--- src/rtl/alu32op_pkg.sv ---
package alu32op_pkg;

  typedef enum logic [4:0] {
    OP_ZERO     = 5'd0,
    OP_PASS_A   = 5'd1,
    OP_PASS_B   = 5'd2,
    OP_NEG_A    = 5'd3,
    OP_NEG_B    = 5'd4,
    OP_DIV10    = 5'd5,
    OP_MOD10    = 5'd6,
    OP_INC_B    = 5'd7,
    OP_DEC_B    = 5'd8,
    OP_ADC      = 5'd9,
    OP_SBC_AB   = 5'd10,
    OP_SBC_BA   = 5'd11,
    OP_CMP_SUB  = 5'd12,
    OP_ADD_ONE  = 5'd13,
    OP_SUB_AB1  = 5'd14,
    OP_SUB_BA1  = 5'd15,
    OP_MUL_HI   = 5'd16,
    OP_MUL_LO   = 5'd17,
    OP_DIV      = 5'd18,
    OP_MOD      = 5'd19,
    OP_SHL      = 5'd20,
    OP_ASR      = 5'd21,
    OP_LSR      = 5'd22,
    OP_ROL_C    = 5'd23,
    OP_ROR_C    = 5'd24,
    OP_AND      = 5'd25,
    OP_OR       = 5'd26,
    OP_XOR      = 5'd27,
    OP_NAND     = 5'd28,
    OP_NOT_B    = 5'd29,
    OP_DEC_ADD  = 5'd30,
    OP_DEC_SUB  = 5'd31
  } op_e;

  // One decimal digit of a sum: returns {carry_out, digit}.
  function automatic logic [4:0] dec_digit_add(input logic [3:0] x,
                                               input logic [3:0] y,
                                               input logic       c);
    logic [4:0] s;
    s = {1'b0, x} + {1'b0, y} + {4'b0000, c};
    if (s > 5'd9) s = s + 5'd6;
    return s;
  endfunction

  // One decimal digit of a difference: returns {borrow_out, digit}.
  function automatic logic [4:0] dec_digit_sub(input logic [3:0] x,
                                               input logic [3:0] y,
                                               input logic       c);
    logic [4:0] d;
    d = {1'b0, x} - {1'b0, y} - {4'b0000, c};
    if (d[4]) return {1'b1, d[3:0] - 4'd6};
    return {1'b0, d[3:0]};
  endfunction

  // Signed two's complement overflow of x + y_eff giving s.
  function automatic logic add_overflow(input logic xm, input logic ym,
                                        input logic sm);
    return (xm == ym) && (sm != xm);
  endfunction

endpackage

--- src/rtl/alu32op_addsub.sv ---
module alu32op_addsub
  import alu32op_pkg::*;
#(
  parameter int W = 8
) (
  input  op_e          op,
  input  logic [W-1:0] a,
  input  logic [W-1:0] b,
  input  logic         cin,
  output logic [W-1:0] sum,
  output logic         cout,
  output logic         ovf,
  output logic         slt
);
  localparam logic [W-1:0] ONE = W'(1);

  logic [W-1:0] x, y, y_eff;
  logic         sub, k;   // k: carry for add, borrow for subtract
  logic [W:0]   full;
  logic         c0;

  always_comb begin
    x = '0; y = '0; sub = 1'b0; k = 1'b0;
    unique case (op)
      OP_NEG_A:   begin y = a;                 sub = 1'b1; end
      OP_NEG_B:   begin y = b;                 sub = 1'b1; end
      OP_INC_B:   begin x = b; y = ONE;                    end
      OP_DEC_B:   begin x = b; y = ONE;        sub = 1'b1; end
      OP_ADC:     begin x = a; y = b;                      k = cin;  end
      OP_SBC_AB:  begin x = a; y = b;          sub = 1'b1; k = cin;  end
      OP_SBC_BA:  begin x = b; y = a;          sub = 1'b1; k = cin;  end
      OP_CMP_SUB: begin x = a; y = b;          sub = 1'b1;           end
      OP_ADD_ONE: begin x = a; y = b;                      k = 1'b1; end
      OP_SUB_AB1: begin x = a; y = b;          sub = 1'b1; k = 1'b1; end
      OP_SUB_BA1: begin x = b; y = a;          sub = 1'b1; k = 1'b1; end
      default:    ;
    endcase
  end

  assign y_eff = sub ? ~y : y;
  assign c0    = sub ? ~k : k;
  assign full  = {1'b0, x} + {1'b0, y_eff} + {{W{1'b0}}, c0};
  assign sum   = full[W-1:0];
  assign cout  = sub ? ~full[W] : full[W];
  assign ovf   = add_overflow(x[W-1], y_eff[W-1], sum[W-1]);
  assign slt   = sum[W-1] ^ ovf;

endmodule

--- src/rtl/alu32op_muldiv.sv ---
module alu32op_muldiv #(
  parameter int W = 8
) (
  input  logic [W-1:0] a,
  input  logic [W-1:0] b,
  output logic [W-1:0] prod_hi,
  output logic [W-1:0] prod_lo,
  output logic [W-1:0] quot,
  output logic [W-1:0] rem,
  output logic [W-1:0] quot10,
  output logic [W-1:0] rem10,
  output logic         div_zero
);
  localparam logic [W-1:0] TEN = W'(10);

  logic [2*W-1:0] prod;

  assign prod     = {{W{1'b0}}, a} * {{W{1'b0}}, b};
  assign prod_hi  = prod[2*W-1:W];
  assign prod_lo  = prod[W-1:0];
  assign div_zero = (b == '0);
  assign quot     = div_zero ? '1 : a / b;
  assign rem      = div_zero ? a  : a % b;
  assign quot10   = a / TEN;
  assign rem10    = a % TEN;

endmodule

--- src/rtl/alu32op_shift.sv ---
module alu32op_shift #(
  parameter int W = 8
) (
  input  logic [W-1:0] a,
  input  logic [W-1:0] b,
  input  logic         cin,
  output logic [W-1:0] shl,
  output logic [W-1:0] asr,
  output logic [W-1:0] lsr,
  output logic [W-1:0] rol_r,
  output logic         rol_c,
  output logic [W-1:0] ror_r,
  output logic         ror_c
);
  localparam logic [W-1:0] LIM = W'(W);
  localparam logic [W-1:0] RING = W'(W + 1);
  localparam int           EW = W + 1;

  logic             big;
  logic [W-1:0]     amt;
  logic [EW-1:0]    ext;
  logic [2*EW-1:0]  dbl, dl, dr;

  assign big = (b >= LIM);
  assign shl = big ? '0 : (a << b);
  assign lsr = big ? '0 : (a >> b);
  assign asr = big ? {W{a[W-1]}} : W'($signed(a) >>> b);

  // Rotation of the (W+1)-bit ring {cin, a}.
  assign amt   = b % RING;
  assign ext   = {cin, a};
  assign dbl   = {ext, ext};
  assign dl    = dbl << amt;
  assign dr    = dbl >> amt;
  assign rol_r = dl[2*EW-2:EW];
  assign rol_c = dl[2*EW-1];
  assign ror_r = dr[W-1:0];
  assign ror_c = dr[W];

endmodule

--- src/rtl/alu32op_bcd.sv ---
module alu32op_bcd
  import alu32op_pkg::*;
#(
  parameter int W = 8
) (
  input  logic [W-1:0] a,
  input  logic [W-1:0] b,
  input  logic         cin,
  output logic [W-1:0] add_r,
  output logic         add_c,
  output logic [W-1:0] sub_r,
  output logic         sub_c
);
  localparam int DIG = W / 4;

  logic [DIG:0] ca, cb;

  assign ca[0] = cin;
  assign cb[0] = cin;

  for (genvar g = 0; g < DIG; g++) begin : g_digit
    assign {ca[g+1], add_r[4*g +: 4]} = dec_digit_add(a[4*g +: 4], b[4*g +: 4], ca[g]);
    assign {cb[g+1], sub_r[4*g +: 4]} = dec_digit_sub(a[4*g +: 4], b[4*g +: 4], cb[g]);
  end

  assign add_c = ca[DIG];
  assign sub_c = cb[DIG];

endmodule

--- src/rtl/alu32op.sv ---
module alu32op
  import alu32op_pkg::*;
#(
  parameter int W = 8
) (
  input  logic [W-1:0] opnd_a,
  input  logic [W-1:0] opnd_b,
  input  logic         carry_in,
  input  logic [4:0]   op_sel,
  output logic [W-1:0] result,
  output logic         flag_zero,
  output logic         flag_neg,
  output logic         flag_carry,
  output logic         flag_ovf,
  output logic         flag_divz
);
  op_e op;
  assign op = op_e'(op_sel);

  // Named internal results, observed by the bound checker.
  logic [W-1:0] as_sum;
  logic         as_cout, as_ovf, as_slt;
  logic [W-1:0] mul_hi, mul_lo, div_q, div_r, dten_q, dten_r;
  logic         div_zero;
  logic [W-1:0] sh_l, sh_ar, sh_lr, rl_r, rr_r;
  logic         rl_c, rr_c;
  logic [W-1:0] bcd_add, bcd_sub;
  logic         bcd_add_c, bcd_sub_c;
  logic         arith_op;

  alu32op_addsub #(.W(W)) u_addsub (
    .op(op), .a(opnd_a), .b(opnd_b), .cin(carry_in),
    .sum(as_sum), .cout(as_cout), .ovf(as_ovf), .slt(as_slt)
  );

  alu32op_muldiv #(.W(W)) u_muldiv (
    .a(opnd_a), .b(opnd_b),
    .prod_hi(mul_hi), .prod_lo(mul_lo), .quot(div_q), .rem(div_r),
    .quot10(dten_q), .rem10(dten_r), .div_zero(div_zero)
  );

  alu32op_shift #(.W(W)) u_shift (
    .a(opnd_a), .b(opnd_b), .cin(carry_in),
    .shl(sh_l), .asr(sh_ar), .lsr(sh_lr),
    .rol_r(rl_r), .rol_c(rl_c), .ror_r(rr_r), .ror_c(rr_c)
  );

  alu32op_bcd #(.W(W)) u_bcd (
    .a(opnd_a), .b(opnd_b), .cin(carry_in),
    .add_r(bcd_add), .add_c(bcd_add_c), .sub_r(bcd_sub), .sub_c(bcd_sub_c)
  );

  always_comb begin
    unique case (op)
      OP_NEG_A, OP_NEG_B, OP_INC_B, OP_DEC_B, OP_ADC, OP_SBC_AB,
      OP_SBC_BA, OP_ADD_ONE, OP_SUB_AB1, OP_SUB_BA1: arith_op = 1'b1;
      default:                                       arith_op = 1'b0;
    endcase
  end

  always_comb begin
    unique case (op)
      OP_ZERO:    result = '0;
      OP_PASS_A:  result = opnd_a;
      OP_PASS_B:  result = opnd_b;
      OP_DIV10:   result = dten_q;
      OP_MOD10:   result = dten_r;
      OP_MUL_HI:  result = mul_hi;
      OP_MUL_LO:  result = mul_lo;
      OP_DIV:     result = div_q;
      OP_MOD:     result = div_r;
      OP_SHL:     result = sh_l;
      OP_ASR:     result = sh_ar;
      OP_LSR:     result = sh_lr;
      OP_ROL_C:   result = rl_r;
      OP_ROR_C:   result = rr_r;
      OP_AND:     result = opnd_a & opnd_b;
      OP_OR:      result = opnd_a | opnd_b;
      OP_XOR:     result = opnd_a ^ opnd_b;
      OP_NAND:    result = ~(opnd_a & opnd_b);
      OP_NOT_B:   result = ~opnd_b;
      OP_DEC_ADD: result = bcd_add;
      OP_DEC_SUB: result = bcd_sub;
      default:    result = as_sum;
    endcase
  end

  always_comb begin
    unique case (op)
      OP_CMP_SUB: flag_carry = as_slt;
      OP_ROL_C:   flag_carry = rl_c;
      OP_ROR_C:   flag_carry = rr_c;
      OP_DEC_ADD: flag_carry = bcd_add_c;
      OP_DEC_SUB: flag_carry = bcd_sub_c;
      default:    flag_carry = arith_op & as_cout;
    endcase
  end

  assign flag_ovf  = (arith_op || op == OP_CMP_SUB) && as_ovf;
  assign flag_divz = (op == OP_DIV || op == OP_MOD) && div_zero;
  assign flag_zero = (result == '0);
  assign flag_neg  = result[W-1];

endmodule

--- config.mk ---
export PLATFORM = sky130hd
export DESIGN_NAME = alu32op
export DESIGN_NICKNAME = d
export VERILOG_FILES = /design/src/rtl/alu32op_pkg.sv /design/src/rtl/alu32op_addsub.sv /design/src/rtl/alu32op_muldiv.sv /design/src/rtl/alu32op_shift.sv /design/src/rtl/alu32op_bcd.sv /design/src/rtl/alu32op.sv
export SDC_FILE = /design/constraint.sdc
export NUM_CORES = 1
export LEC_CHECK = 0
export ABC_CLOCK_PERIOD_IN_PS = 14300
export BUFFER_PORTS_ARGS = -buffer_cell sky130_fd_sc_hd__buf_2
export CORE_ASPECT_RATIO = 2
export CORE_UTILIZATION = 30
export DETAILED_ROUTE_END_ITERATION = 8
export PLACE_DENSITY = 0.45
export SYNTH_ARGS = -nofsm -noshare
export SYNTH_HDL_FRONTEND = slang
export SYNTH_SLANG_ARGS = --single-unit
--- constraint.sdc ---
create_clock -name vclk -period 14.3
set_input_delay 0.715 -clock vclk [all_inputs]
set_output_delay 0.715 -clock vclk [all_outputs]
set_load 0.05 [all_outputs]
==> summary.md, run 1 <==
| Metric | Value |
|---|---|
| Ratio of cells with drive above 1 in the final layout | `0.116` |
| Sum of negative setup slack | `0 ns` |
| CP max-delay cell | `or3_1` |
| Worst EP required | `roughly 14 ns` |
| CP Class | `in -> out` |
| Area of the die | `about 35000 µm²` |
| Slew headroom | `0.177` |
| Most common cell after layout, fill and taps aside | `nor2_1` |
| # fillers | `approximately 3.7k` |
| Routability cong. | `approximately 1` |
| WL per Instance | `~27 µm` |
| Number of global-route vias before repair | `around 12k` |
| Min Hold Slack | `around 2.1 ns` |
| Die width | `roughly 130 µm` |
| Die Span Y | `263 µm` |
| Core area | `33600 µm²` |
| # DRC | `0` |
| FMAX | `around 72 MHz` |
| RSZ-0062 raised after global routing | `yes` |
| Via count | `about 12k` |
| Multi-input gate area | `9610 µm²` |
| Fin cells | `between 1.5k and 2k` |
| GRT Total Usage | `0.299` |
| # setup viols final | `0` |
| Nets@finish | `roughly 1.7k` |
| Row cnt | `95` |
| Final min period | `~14 ns` |
| Seq/Total Area, Yosys | `0` |
| Worst path max stage delay | `around 0.45 ns` |
| MaxCap Viol Count | `0` |
| Initial Util | `0.304` |
| PD cells | `just under 90 nW/µm²` |
| Synthesized Nets | `between 1.5k and 2k` |
| Netlist cell types | `81` |
| CP Launch Type | `input pin` |
| First-pass GRT wire length | `77500 µm` |
| 1st-pass router iterations | `6` |
| Worst slew pin tran | `between 1 and 1.5 ns` |
| Largest net degree at the start of global routing | `between 40 and 50` |
| Via-to-Cell Ratio | `a little over 6` |
| Cells after Synth | `approximately 1.5k` |
| Placed Cells | `between 1.5k and 2k` |
| Synthesized cell area | `around 10000 µm²` |
| Most used cell, CP | `o21a_1` |
| Final antenna-violating net count | `0` |
| FFs & Latches | `0` |
| Max rail drop VDD | `around 0.061 mV` |
| Fin. max-slew vios | `0` |
| Total area of sequential cells | `0 µm²` |
| Critical Path Sink Type | `primary output` |
| DP Wirelength | `around 41000 µm` |
| CP arrival | `between 10 and 15 ns` |
| CLK BUF | `0` |
| Tot Pwr | `roughly 1 mW` |
| Synthesized area per cell | `roughly 7 µm²` |
| Initial antenna violation count | `1` |
| Routed wire length | `between 50000 and 60000 µm` |
| Tcrit/Tclk final | `0.965` |
| DRT iter0 DRCs | `783` |
| Port Buffers | `35` |
| Ant diodes | `0` |
| Most frequent cells in the layout | `nor2_1, nand2_1, ha_1` |
| GRT overflow | `0` |
| Synth warnings | `0` |
| LEAKAGE | `4.78 nW` |
| Hold Path Class | `in -> out` |
| Status | `complete, no violations` |
| Syn-to-layout area delta | `9.14%` |
| Top Ports | `35` |
| Worst-path fanout max | `7` |
| Final Hold Vio Count | `0` |
-- worst max-delay path, delay by kind of cell --
family,cells,cell delay (ns)
simple gates,8,1.58
compound gates,35,6.68
fa+ha+maj,7,1.97
mux,3,1.11
buf+inv,7,1.00
-- final cells by class --
type,count,area share
timing repair buffer,98,0.0592
inverter,95,0.0319
tap,436,0.0488
multi-input combinational,1294,0.860
-- stage by stage --
| stage | utilization | cell area [µm²] | setup WS [ns] |
|---|---|---|---|
| finish | 0.332 | 11200 | 0.494 |
| global route | 0.332 | 11200 | -0.0243 |
| CTS | 0.327 | 11000 | 0.0527 |
| detailed placement | 0.327 | 11000 | 0.0806 |
| global placement | 0.327 | 11000 | 0.313 |
| floorplan | - | 10300 | 0.0246 |
-- report_power, final --
group	leakage, nW	switching, mW	total, mW	internal [mW]
Combinational	4.78	0.636	0.983	0.346
Clock	0	0	0	0
Sequential	0	0	0	0
Total	4.78	0.636	0.983	0.346
-- final timing paths --
kind                        end  startpoint  slack [ns]  depth (start not counted)
worst max-delay path  flag_zero   opnd_b[3]        0.49                         60
worst min-delay path   flag_ovf   op_sel[3]        2.12                          4
-- cells by family (layout without fill, tap and decap cells) --
family | count (synthesis) | in the layout | share of synthesized area
xor+xnor | 64 | 64 | 0.0562
mux | 76 | 76 | 0.0879
fa+ha+maj | 174 | 174 | 0.247
buf+inv | 198 | 193 | 0.0763
simple gates | 532 | 532 | 0.235
compound gates | 448 | 448 | 0.297
-- layer usage --
metal  global-route usage  routed length [µm]
met4                0.284                6260
met5                    0                   0
met1                0.278               17000
met2                0.554               26900
met3               0.0372                2600
-- cell usage after synthesis (8+ instances only) --
| library cell | instances | share of area |
|---|---|---|
| ha_1 | 127 | 0.16 |
| a221oi_1 | 13 | 0.011 |
| a21oi_1 | 96 | 0.047 |
| clkbuf_1 | 73 | 0.027 |
| inv_1 | 90 | 0.033 |
| o21a_1 | 30 | 0.022 |
| buf_1 | 15 | 0.0055 |
| a211oi_1 | 22 | 0.016 |
| nor3_1 | 52 | 0.025 |
| o31ai_1 | 12 | 0.0088 |
| a22oi_1 | 15 | 0.011 |
| nor4_1 | 9 | 0.0055 |
| mux4_2 | 9 | 0.020 |
| fa_1 | 47 | 0.092 |
| nor2_1 | 194 | 0.071 |
| or2_2 | 9 | 0.0055 |
| o22ai_1 | 29 | 0.018 |
| mux2i_1 | 49 | 0.048 |
| or3_1 | 12 | 0.0073 |
| mux2_2 | 17 | 0.019 |
| o211ai_1 | 13 | 0.0095 |
| nand2b_1 | 22 | 0.013 |
| buf_2 | 9 | 0.0044 |
| a31oi_1 | 11 | 0.0067 |
| xor2_1 | 17 | 0.015 |
| nand4_1 | 12 | 0.0073 |
| o21bai_1 | 8 | 0.0059 |
| a21o_1 | 15 | 0.011 |
| o221ai_1 | 11 | 0.0094 |
| nand3_1 | 34 | 0.017 |
| a22o_1 | 9 | 0.0077 |
| nor2b_1 | 16 | 0.0098 |
| o21ai_0 | 81 | 0.040 |
| xnor2_1 | 45 | 0.038 |
| nand2_1 | 146 | 0.054 |
-- repair_timing --
item	CTS	global route
setup buffers	0	6
endpoints found under the setup margin	0	1
endpoints found under the hold margin	0	0
hold buffers	0	0
gates resized for setup	0	30
(Power assumes the default switching activity.)
==> run 2: changes to the inputs <==
--- a/config.mk
+++ b/config.mk
@@ -10,6 +10,7 @@
 export CORE_ASPECT_RATIO = 2
 export CORE_UTILIZATION = 30
 export DETAILED_ROUTE_END_ITERATION = 8
+export GPL_TIMING_DRIVEN = 0
 export PLACE_DENSITY = 0.45
 export SYNTH_ARGS = -nofsm -noshare
 export SYNTH_HDL_FRONTEND = slang
==> constraint.sdc (replaced) <==
create_clock -name vclk -period 14.3
set_input_delay 3.575 -clock vclk [all_inputs]
set_output_delay 3.575 -clock vclk [all_outputs]
set_load 0.05 [all_outputs]
==> run 2 against run 1 <==
The run now ends with setup timing left. Via count increased by 6.2%. Global-route usage increased by 4.0 points. Hold slack improved by 5.8 ns. Critical path depth increased by 3. Fmax decreased by 29%. Highest routed layer unchanged.
==> summary.md, run 2 (same netlist as run 1, synthesis figures left out) <==
| Metric | Value |
|---|---|
| Status | `complete, but fails checks` |
| Failing checks | `setup timing` |
| FFs & Latches | `0` |
| Initial antenna violation count | `0` |
| CP arrival | `15.96 ns` |
| Critical Path End | `flag_zero` |
| Ratio of cells with drive above 1 in the final layout | `0.176` |
| GRT overflow | `0` |
| Port Buffers | `34` |
| # setup viols final | `10` |
| Most used cell, CP | `o21a_1` |
| Initial Util | `0.304` |
| Worst path max stage delay | `between 0.4 and 0.5 ns` |
| CTS Hold Bufs | `0` |
| Worst-path fanout max | `12` |
| Multi-input gate area | `10100 µm²` |
| Hold Path Cell Cnt | `7` |
| Fin cells | `between 2k and 2.5k` |
| Util after Layout | `0.377` |
| DRT iter0 DRCs | `between 1k and 1.5k` |
| Final min period | `roughly 20 ns` |
| Fin. max-slew vios | `0` |
| GRT Total Usage | `0.339` |
| Final antenna-violating net count | `0` |
| WL per Instance | `29.2 µm` |
| Final Hold Vio Count | `0` |
| Critical Path Sink Type | `primary output` |
| CP max-delay cell | `or4_4` |
| Top Ports | `35` |
| Via-to-Cell Ratio | `roughly 6.2` |
| Setup WS post-layout | `-5.24 ns` |
| Number of global-route vias before repair | `12.7k` |
| Most frequent cells in the layout | `nor2_1, nand2_1, ha_1` |
| Total area of sequential cells | `0 µm²` |
| # fillers | `about 3.7k` |
| DP Wirelength | `46900 µm` |
| Largest net degree at the start of global routing | `23` |
| Most common cell after layout, fill and taps aside | `nor2_1` |
| Hold Path Class | `in -> out` |
| Nets@finish | `approximately 1.8k` |
| Cell area after placement | `about 11000 µm²` |
| 1st-pass router iterations | `5` |
| # DRC | `0` |
| Syn-to-layout area delta | `23.8%` |
| CP startpoint | `opnd_b[3]` |
| MaxCap Viol Count | `0` |
| Min Hold Slack | `a little under 8 ns` |
| Post-layout instance area | `between 10000 and 15000 µm²` |
| Tcrit/Tclk final | `1.37` |
| Placed Cells | `between 1.5k and 2k` |
| RSZ-0062 raised after global routing | `yes` |
| FMAX | `between 50 and 60 MHz` |
| Worst slew pin tran | `~1.4 ns` |
| Die width | `roughly 130 µm` |
| Core area | `33600 µm²` |
| First-pass GRT wire length | `85600 µm` |
| CP Class | `in -> out` |
| Routed wire length | `59800 µm` |
| CLK BUF | `0` |
| Area of the die | `between 30000 and 40000 µm²` |
| Worst EP required | `10.72 ns` |
| Via count | `roughly 13k` |
| Row cnt | `95` |
| Die Span Y | `approximately 260 µm` |
| Slew headroom | `0.0663` |
| Routability cong. | `~1.1` |
| CP Launch Type | `input pin` |
-- run 2: changes by cell type in the layout (fill, tap and decap cells not counted), moves of 6 or more --
| cell | delta |
|---|---|
| buf_8 | +14 |
| clkbuf_1 | +59 |
| o21ai_0 | -6 |
| ha_1 | -7 |
| buf_6 | +20 |
| ha_4 | +8 |
| buf_4 | +20 |
| buf_2 | -13 |
| a21oi_1 | -9 |
| nor2_1 | -6 |
| buf_1 | +8 |
-- run 2: worst min-delay path by stage --
stage | from | end | slack (ns)
after global routing | op_sel[1] | flag_ovf | 7.99
final | op_sel[1] | flag_ovf | 7.91
after detailed placement | op_sel[1] | flag_ovf | 7.91
after CTS | op_sel[1] | flag_ovf | 7.91
after global placement | op_sel[1] | flag_ovf | 7.91
after floorplan | op_sel[2] | result[1] | 7.62
-- run 2: layer usage --
metal  GRT usage  wire [µm]  part of all wire  vias to the layer above
li1            -          -                 -                     5657
met1       0.307      18500              0.31                     6136
met2       0.623      30300              0.51                      618
met3      0.0505       3260             0.055                      293
met4       0.340       7750              0.13                        0
met5           0          0                 0                        -
-- run 2: area by class of cell --
type / instances / area share
multi-input cells: 1294 / 0.796
repair buffers: 122 / 0.0818
inverters: 95 / 0.0287
diodes: 1 / 0.000197
plain buffers: 98 / 0.0501
well taps: 436 / 0.0430
-- run 2: through the flow --
step	setup slack, ns	TNS, ns
finish	-5.24	-47.00
global route	-5.66	-51.25
CTS	-5.29	-46.74
detailed placement	-7.43	-64.87
global placement	-7.44	-64.99
floorplan	-4.99	-36.93
-- run 2: worst max-delay path, delay by kind of cell --
kind                     cells  cell delay (ns)
buffers and inverters        8             1.24
multiplexers                 3             0.92
adder cells (fa/ha/maj)      7             1.87
AND/OR/NAND/NOR              7             1.38
AO/OA/AOI/OAI               38             6.93
-- run 2: timing repair --
action	4_1_cts	5_1_grt
hold endpoints to repair	0	0
pin swaps	35	37
setup buffers	60	34
resized for setup	133	41
endpoints found under the setup margin	10	11
==> run 3: changes to the inputs <==
--- a/config.mk
+++ b/config.mk
@@ -5,8 +5,10 @@
 export SDC_FILE = /design/constraint.sdc
 export NUM_CORES = 1
 export LEC_CHECK = 0
+export ABC_AREA = 1
 export ABC_CLOCK_PERIOD_IN_PS = 14300
 export BUFFER_PORTS_ARGS = -buffer_cell sky130_fd_sc_hd__buf_2
+export CAP_MARGIN = 20
 export CORE_ASPECT_RATIO = 2
 export CORE_UTILIZATION = 30
 export DETAILED_ROUTE_END_ITERATION = 8
==> run 3 against run 2 <==
The run still ends with setup timing left. Sequential share of layout area unchanged. Critical path depth increased by 16. First-iteration DRC count decreased by 38%. Worst setup slack improved by 1.9 ns. Die area decreased by 9.1%. Via count decreased by 11%. Cell count increased by 1.6%. Critical endpoint unchanged. Highest routed layer unchanged.
==> summary.md, run 3 <==
| Metric | Value |
|---|---|
| Status | `complete, but fails checks` |
| Failing checks | `setup timing` |
| CP Buf/Inv Count | `18` |
| Fin cells | `2079` |
| GRT Total Usage | `0.286` |
| Met2 usage | `0.560` |
| Worst path max stage delay | `roughly 0.37 ns` |
| FMAX | `56.7 MHz` |
| Number of global-route vias before repair | `roughly 11k` |
| Post-synthesis simple-gate area fraction | `0.341` |
| Synthesized Nets | `approximately 1.8k` |
| Setup WS post-layout | `-3.34 ns` |
| CP Class | `in -> out` |
| Most frequent cells in the layout | `nand2_1, inv_1, nor2_1` |
| Row cnt | `90` |
| Synth top area cells | `ha_1, nand2_1, fa_1` |
| Sum of negative setup slack | `-31.47 ns` |
| LEAKAGE | `5.97 nW` |
| Hold Path Class | `in -> out` |
| Die Span Y | `about 250 µm` |
| Met1 Resource Use GR | `0.260` |
| Hold Path Cell Cnt | `6` |
| Most Crowded Layer GR | `met2` |
| Largest net degree at the start of global routing | `23` |
| Min Hold Slack | `7.97 ns` |
| Die width | `between 100 and 150 µm` |
| Max rail drop VDD | `just under 0.06 mV` |
| Critical Path Sink Type | `primary output` |
| Total area of sequential cells | `0 µm²` |
| CP Launch Type | `input pin` |
| Tcrit/Tclk final | `1.23` |
| Yosys top cell area share | `0.171` |
| Via count | `between 10k and 15k` |
| Seq/Total Area, Yosys | `0` |
| Worst slew pin tran | `between 1 and 1.5 ns` |
| Worst-path fanout max | `8` |
| Area of the die | `31700 µm²` |
| Final antenna-violating net count | `0` |
| Synth Area in Compound Gates | `0.198` |
| Mux contribution to synthesized area | `0` |
| DP Wirelength | `between 30000 and 40000 µm` |
| CP max-delay cell | `ha_1` |
| CP arrival | `between 10 and 15 ns` |
| Synth top cells by count | `nand2_1, inv_1, nor2_1, ha_1, nand3_1` |
| Top Ports | `35` |
| Cells after Synth | `around 1.6k` |
| Routed wire length | `around 46000 µm` |
| CLK BUF | `0` |
| Initial antenna violation count | `0` |
| Synthesized area per cell | `5.91 µm²` |
| Final min period | `approximately 18 ns` |
| Most used cell, CP | `nor2_4` |
| Worst EP required | `approximately 11 ns` |
| Core area | `just over 30000 µm²` |
| Ant diodes | `0` |
| Area leader, netlist | `ha_1` |
| Final Hold Vio Count | `0` |
| Largest family of logic cells by synthesized area | `simple AND/OR/NAND/NOR gates` |
| Slew headroom | `0.195` |
| Adder-Cell Fraction of Synth Area | `0.272` |
| GR Util met3 | `0.0219` |
| Netlist cell types | `55` |
| RSZ-0062 raised after global routing | `yes` |
| WL per Instance | `between 20 and 25 µm` |
| Count leader, synth | `nand2_1` |
| Port Buffers | `34` |
| GRT overflow | `0` |
| Initial Util | `0.307` |
| Most common cell after layout, fill and taps aside | `nand2_1` |
| Routability cong. | `0.998` |
| DRT iter0 DRCs | `between 600 and 700` |
| Hold Crit Start | `op_sel[3]` |
| Via-to-Cell Ratio | `approximately 5.4` |
| Ratio of cells with drive above 1 in the final layout | `0.211` |
| # setup viols final | `10` |
| # DRC | `0` |
| Post-Synth XOR/XNOR Area | `0.0625` |
| PD cells | `between 100 and 150 nW/µm²` |
| DP Worst Slack | `-5.53 ns` |
| Synth warnings | `0` |
| MaxCap Viol Count | `0` |
| Fin. max-slew vios | `0` |
| Worst path top cell family by delay | `compound AO/OA/AOI/OAI gates` |
| FFs & Latches | `0` |
| Syn-to-layout area delta | `27.6%` |
| First-pass GRT wire length | `about 67000 µm` |
| Nets@finish | `~1.9k` |
| Synthesized cell area | `roughly 9300 µm²` |
| 1st-pass router iterations | `6` |
| Tot Pwr | `about 1.2 mW` |
| Placed Cells | `about 2.0k` |
| CTS Hold Bufs | `0` |
| Hold-critical path endpoint | `flag_ovf` |
| # fillers | `3335` |
run 3: cell types whose count changed in the layout (fill, tap and decap cells not counted), sizes merged, moves of 18 or more:
cell / previous run / this run
a21oi: 97 / 74
clkbuf: 66 / 28
inv: 91 / 246
mux2: 18 / 0
mux2i: 49 / 0
nand2: 146 / 395
nand2b: 22 / 0
nand3: 34 / 130
nor2: 194 / 154
nor3: 53 / 21
o21a: 30 / 1
o21ai: 86 / 106
xnor2: 47 / 25
xor2: 17 / 37
run 3: repair_timing:
item	4_1_cts	5_1_grt
pin swaps	76	62
setup endpoints to repair	10	10
endpoints found under the hold margin	0	0
cloned	1	1
buffers inserted	71	36
gates resized for setup	147	59
run 3: logic make-up after synthesis:
kind of cell / Yosys count
xor+xnor: 62
simple gates: 734
buf+inv: 302
compound gates: 301
fa+ha+maj: 174
run 3: how the worst max path moves through the flow:
stage / start / endpoint / cells after the start
after floorplan: opnd_b[7] / flag_zero / 78
after global placement: opnd_b[1] / flag_zero / 73
after detailed placement: opnd_b[1] / flag_zero / 73
after CTS: opnd_b[5] / flag_zero / 76
after global routing: opnd_b[7] / flag_zero / 77
final: opnd_b[7] / flag_zero / 79
run 3: per-stage QoR:
stage               area (µm²)   util
floorplan                 9520      -
global placement         10200  0.335
detailed placement       10200  0.336
CTS                      11300  0.373
global route             11900  0.392
finish                   11900  0.392
run 3: area by class of cell:
| class | count | area [µm²] | share of cell area |
|---|---|---|---|
| multi-input combinational | 1271 | 8930 | 0.753 |
| timing repair buffer | 144 | 1230 | 0.103 |
| inverter | 255 | 996 | 0.0840 |
| tap | 368 | 460 | 0.0388 |
| buffer | 41 | 248 | 0.0209 |
run 3: where the power goes:
group | internal, mW | switching [mW]
clock network | 0 | 0
logic | 0.415 | 0.809
registers | 0 | 0
run 3: routing by layer:
metal  up-vias  wire length [µm]  share of wire
met5         -                 0              0
met4         0              4650           0.10
met3       158              1740          0.038
met2       356             24700           0.54
met1      5279             14800           0.32
li1       5467                 -              -
run 3: worst min-delay path: stages:
cell      delay (ns)
buf_2           0.13
nor2_1          0.14
a221oi_1        0.14
nor2_1          0.12
a221oi_1        0.07
buf_2           0.22
